## src/rtl/mgmt_pkg.sv

```systemverilog
// Shared types and frame geometry of the management serial master.
// Assumes a fixed 64-bit frame: 32 preamble bits plus a 32-bit tail.
package mgmt_pkg;

    typedef enum logic [1:0] {
        FMT_STD   = 2'b00,
        FMT_PHYRW = 2'b01,
        FMT_OPRW  = 2'b10,
        FMT_SPARE = 2'b11
    } fmt_e;

    localparam int IDX_W     = 6;
    localparam int TAIL_BITS = 32;
    localparam logic [IDX_W-1:0] TA1_IDX  = 6'd46;
    localparam logic [IDX_W-1:0] TA2_IDX  = 6'd47;
    localparam logic [IDX_W-1:0] DATA_IDX = 6'd48;
    localparam logic [IDX_W-1:0] LAST_IDX = 6'd63;

endpackage

```

## src/rtl/mgmt_half_timer.sv

```systemverilog
// Half-period timer: pulses tick once every div_i cycles while run is high.
// Assumes div_i holds steady during a frame; a value of 0 behaves as 1.
module mgmt_half_timer #(
    parameter int DIV_W = 8
) (
    input  logic             clk,
    input  logic             rst_n,
    input  logic             run,
    input  logic [DIV_W-1:0] div_i,
    output logic             tick
);
    logic [DIV_W-1:0] cnt;
    logic [DIV_W-1:0] lim;

    // Effective count limit, zero promoted to one.
    always_comb lim = (div_i == '0) ? {{(DIV_W-1){1'b0}}, 1'b1} : div_i;

    assign tick = run && (cnt == lim - 1'b1);

    // Cycle counter, held at zero while idle.
    always_ff @(posedge clk) begin
        if (!rst_n || !run || tick)
            cnt <= '0;
        else
            cnt <= cnt + 1'b1;
    end
endmodule

```

## src/rtl/mgmt_frame_enc.sv

```systemverilog
// Frame encoder: builds the 32 bits that follow the preamble
// (start, opcode, PHY field, register field, turnaround, data).
// Purely combinational; read frames carry zero turnaround and data.
module mgmt_frame_enc
    import mgmt_pkg::*;
(
    input  fmt_e                  fmt,
    input  logic                  rd,
    input  logic [4:0]            phy,
    input  logic [7:0]            regn,
    input  logic [15:0]           wdata,
    output logic [TAIL_BITS-1:0]  tail
);
    logic [1:0]  op;
    logic [4:0]  phy_f;
    logic [1:0]  ta;
    logic [15:0] dat;

    // Field selection for the three encodings.
    always_comb begin
        op    = rd ? 2'b10 : 2'b01;
        phy_f = phy;
        dat   = wdata;
        case (fmt)
            FMT_PHYRW: begin
                op    = 2'b00;
                phy_f = {rd, 1'b0, regn[7:5]};
                dat   = {8'h00, wdata[7:0]};
            end
            FMT_OPRW: begin
                phy_f = {regn[7:6], 2'b11, regn[5]};
                dat   = {8'h00, wdata[7:0]};
            end
            default: ;
        endcase
        ta = rd ? 2'b00 : 2'b10;
        if (rd)
            dat = 16'h0000;
        tail = {2'b01, op, phy_f, regn[4:0], ta, dat};
    end
endmodule

```

## src/rtl/mgmt_serial_master.sv

```systemverilog
// Management serial bus master top. Accepts one request at a time, shifts a
// 64-bit frame on the data line, changing data while mdc is low and sampling
// read data on each rising edge. Assumes an external pull-up on the data line.
module mgmt_serial_master
    import mgmt_pkg::*;
#(
    parameter int DIV_W = 8
) (
    input  logic             clk,
    input  logic             rst_n,
    input  logic [DIV_W-1:0] div_i,
    input  logic             req_valid,
    output logic             req_ready,
    input  logic [1:0]       req_mode,
    input  logic             req_rd,
    input  logic [4:0]       req_phy,
    input  logic [7:0]       req_reg,
    input  logic [15:0]      req_wdata,
    output logic             done,
    output logic [15:0]      rdata,
    output logic             ta_err,
    output logic             mdc,
    output logic             mdio_o,
    output logic             mdio_oe,
    input  logic             mdio_i
);
    logic                 busy;
    logic                 rd_r;
    logic [IDX_W-1:0]     idx;
    logic                 mdc_r;
    logic [TAIL_BITS-1:0] tail_r;
    logic [TAIL_BITS-1:0] tail_nx;
    logic [15:0]          rdata_r;
    logic                 ta_err_r;
    logic                 done_r;
    logic                 tick;
    logic                 bit_val;

    mgmt_half_timer #(.DIV_W(DIV_W)) u_timer (
        .clk   (clk),
        .rst_n (rst_n),
        .run   (busy),
        .div_i (div_i),
        .tick  (tick)
    );

    mgmt_frame_enc u_enc (
        .fmt   (fmt_e'(req_mode)),
        .rd    (req_rd),
        .phy   (req_phy),
        .regn  (req_reg),
        .wdata (req_wdata),
        .tail  (tail_nx)
    );

    // Current bit: preamble ones for the first half, then the tail MSB first.
    always_comb bit_val = idx[5] ? tail_r[~idx[4:0]] : 1'b1;

    assign req_ready = !busy;
    assign mdc       = mdc_r;
    assign mdio_oe   = busy && !(rd_r && (idx >= TA1_IDX));
    assign mdio_o    = busy ? bit_val : 1'b1;
    assign done      = done_r;
    assign rdata     = rdata_r;
    assign ta_err    = ta_err_r;

    // Frame sequencer: accept, toggle clock on ticks, shift and sample.
    always_ff @(posedge clk) begin
        if (!rst_n) begin
            busy     <= 1'b0;
            rd_r     <= 1'b0;
            idx      <= '0;
            mdc_r    <= 1'b0;
            tail_r   <= '0;
            rdata_r  <= '0;
            ta_err_r <= 1'b0;
            done_r   <= 1'b0;
        end else begin
            done_r <= 1'b0;
            if (!busy) begin
                if (req_valid) begin
                    busy     <= 1'b1;
                    rd_r     <= req_rd;
                    idx      <= '0;
                    mdc_r    <= 1'b0;
                    tail_r   <= tail_nx;
                    rdata_r  <= '0;
                    ta_err_r <= 1'b0;
                end
            end else if (tick) begin
                if (!mdc_r) begin
                    mdc_r <= 1'b1;
                    if (rd_r && (idx == TA2_IDX))
                        ta_err_r <= mdio_i;
                    if (rd_r && (idx >= DATA_IDX))
                        rdata_r <= {rdata_r[14:0], mdio_i};
                end else begin
                    mdc_r <= 1'b0;
                    if (idx == LAST_IDX) begin
                        busy   <= 1'b0;
                        done_r <= 1'b1;
                    end else begin
                        idx <= idx + 1'b1;
                    end
                end
            end
        end
    end
endmodule

```

## config.mk

```make
export PLATFORM = sky130hd
export DESIGN_NAME = mgmt_serial_master
export DESIGN_NICKNAME = d
export VERILOG_FILES = /design/src/rtl/mgmt_pkg.sv /design/src/rtl/mgmt_half_timer.sv /design/src/rtl/mgmt_frame_enc.sv /design/src/rtl/mgmt_serial_master.sv
export SDC_FILE = /design/constraint.sdc
export NUM_CORES = 1
export LEC_CHECK = 0
export BUFFER_PORTS_ARGS = -buffer_cell sky130_fd_sc_hd__buf_2
export CORE_MARGIN = 10
export CORE_UTILIZATION = 53
export CTS_BUF_LIST = sky130_fd_sc_hd__clkbuf_8
export DETAILED_ROUTE_END_ITERATION = 7
export GPL_TIMING_DRIVEN = 0
export HOLD_SLACK_MARGIN = 0.05
export PLACE_DENSITY_LB_ADDON = 0.1
export RECOVER_POWER = 100
export SYNTH_ARGS = -nofsm -noshare
export SYNTH_HDL_FRONTEND = slang
export SYNTH_SLANG_ARGS = --single-unit
```

## constraint.sdc

```tcl
create_clock -name clk -period 3.6 [get_ports clk]
set_input_delay 0.36 -clock clk [delete_from_list [all_inputs] [get_ports clk]]
set_output_delay 0.36 -clock clk [all_outputs]
set_load 0.005 [all_outputs]
```

==> reports/metrics.cfg <==
[outcome]
status = finished, final reports clean

[logic_synthesis]
synthCells = 377
syn-num-nets = 427
avgSynthCellArea_um2 = 8.63
yosys_most_used_dff = dfxtp_1
synth_edf_count = 0
ys_seq_area_share_pct = 40.0
postSynth.asyncResetShare_pct = 0
synth_cell_types = 45
synthesis.area_mm2 = 0.00325
ys_seq_elements = 65
yosysWarnings = 0

[clock_tree]
cts_hold_buf = 0
cts-resized-gates = 0
cts-htree-levels = 3
numCtsBuffers = 9
worstSkewPairLatency_ns = 0.33
cts_tree = done
clock_sinks = 65
clockBufferDepth = 2
cts_setup_buffers = 0
root_buffer = clkbuf_8
clk_pin_slew_worst_paths_ns = 0.06

[worst_hold_path]
hold_class = in2reg
min_to = tail_r[22]
min_path_cells = 3
hp-start = req_reg[4]

[final_layout]
finalNetCount = 502
layout_commonest_cell = dfxtp_1
layout_common_cells = dfxtp_1 (65), nand2_1 (63), clkbuf_1 (44), buf_2 (44), nor2_1 (33)
drive_gt1_share_pct = 16.0
utilization_pct = 64.0
syn_to_final_growth_pct = 17.2
antenna_cells = 0
fillerInstances = 565

[power_and_ir_drop]
ir_worst_vdd_v = 0.000223
p_leak_nw = 1.38
powerDensity_mw_per_mm2 = 376

[sta]
slew_headroom_pct = 36.8
worst_slew_pin_slew_ns = 0.946
drv_slew = 0
fmax_ghz = 0.322
skew_ns = 0.00896
hold_viol = 0
finalCritPeriodShare_pct = 86.2
tns_ns = 0
setup_viol = 0
whs_ns = 0.262
period_minus_slack_ns = 3.10
rsz0062_at_grt = no

[worst_setup_path]
crit_family = simple AND/OR/NAND/NOR gates
cp.required_ns = 3.86
critPathBufInv = 2
cp_num_cells = 11
slowest_stage = nor4_1
r2r_end = ta_err
cp_cell_sequence = clkbuf_1, nor4_1, a21oi_1, ha_1, nor2b_1, a22o_1, a2111oi_4, nand4_4, clkbuf_1, nor4_1, mux2i_1
slowest_delay_ns = 0.48
arrival_ns = 3.36
worstSetupPathType = in2reg
crit_fanout = 10
critPathLaunchType = input port
rr_worst_depth = 8
rrSetupSlack_ns = 1.08
r2r_start = u_timer.cnt[2]
crit_path_end_kind = flip-flop

[floorplan]
die_y_um = 98.3
die-area_mm2 = 0.00967
fp.dieW_um = 98.3
start_util_pct = 54.6
row_count = 28
io_pins = 66
core-area_mm2 = 0.00596

[placement]
dp_hpwl_um = 5860
routabilityCongestion = 0.828
io_buffers = 64

[routing]
firstDrtPassIters = 4
drtAntennaViolNets = 0
wl_um = 7830
viasPerCell = 5.44
route.detailed.drc = 0
wl_per_cell_um = 14.7
num_vias = 2893
drt_iter0_drc = 173

[global_route]
grt_pass1_wl_um = 13200
grt_max_degree = 11
grt-ovfl-total = 0
antenna_found_initial = 0
grt.total_usage_pct = 15.9
grt_pass1_vias = 2845

[flow_run]
cap_viol_max_count = 0

## registers in the layout, summed over array words and instances, names as in the netlist
register / cells
rd_r: 1
idx: 6
done: 1
ta_err: 1
u_timer.cnt: 8
busy: 1
mdc: 1
rdata: 16
tail_r: 30
## worst register-to-register path, delay by kind of cell, from the launching register on
kind / cells / cell delay (ns)
DFF: 1 / 0.29
muxes: 1 / 0.23
buffers and inverters: 2 / 0.46
AOI/OAI and AO/OA: 1 / 0.31
and+or+nand+nor: 4 / 1.15
## stage by stage
stage | total power (W) | setup slack, ns | std cells | cell area [um2]
after floorplan | 0.000849 | 0.758 | 377 | 3250
after global placement | 0.000904 | 0.316 | 516 | 3670
after detailed placement | 0.000906 | 0.244 | 516 | 3670
after CTS | 0.00144 | 0.544 | 532 | 3840
after global routing | 0.00149 | 0.235 | 532 | 3810
final | 0.00143 | 0.497 | 532 | 3810
## synth_stat cells, drive strengths merged (3+ instances only)
master   n  area share (%)
a211oi   4            0.92
a21oi   29             4.5
a22oi    9             2.1
a31oi    3            0.58
and3     3            0.58
buf      4            0.88
clkbuf  21             2.4
dfxtp   65              40
ha       6             2.3
inv      9             1.0
mux2i   23             7.1
mux4     7             4.8
nand2   63             7.3
nand3   24             3.7
nand3b   9             2.1
nor2    33             3.8
nor2b    5            0.96
nor3     4             1.3
nor4     4            0.77
o211ai   4            0.92
o21ai    9             1.4
o31ai    3            0.69
or3      4            0.77
xnor2    7             1.9
xor2     6             1.6
## cells by family after synthesis
family,synth area share (%)
AND/OR/NAND/NOR,24.5
AO/OA/AOI/OAI,13.4
flip-flops,40.0
buffers and inverters,4.35
multiplexers,11.9
XOR/XNOR,3.50
adder cells (fa/ha/maj),2.31
## area by class of cell
type	count	area, um2	area share [%]
buffer	25	106	2.79
clock buffer	11	151	3.97
clock inverter	5	22.5	0.591
inverter	9	33.8	0.886
multi-input combinational	278	1810	47.5
sequential	65	1300	34.1
tap	75	93.8	2.46
timing repair buffer	64	294	7.71
## how the worst max path moves through the flow
| stage | end | start | slack [ns] |
|---|---|---|---|
| floorplan | rdata[0] | div_i[1] | 0.76 |
| global placement | rdata[7] | div_i[1] | 0.32 |
| detailed placement | rdata[2] | div_i[1] | 0.24 |
| CTS | mdio_o | idx[0] | 0.54 |
| global route | ta_err | div_i[1] | 0.24 |
| finish | ta_err | div_i[1] | 0.50 |
## power breakdown
part	total [W]	switching, W	internal (W)
Sequential	0.000747	0.0000105	0.000737
Combinational	0.000143	0.0000863	0.0000565
Clock	0.000542	0.000263	0.000279
## per-layer routing
metal | up-vias | track usage (%) | share of wire (%)
met5 | - | 0 | 0
met4 | 0 | 5.40 | 1.2
met3 | 8 | 5.07 | 5.6
met2 | 60 | 26.3 | 47
met1 | 1352 | 18.9 | 46
li1 | 1473 | - | -
Power figures use the tool's default switching activity.
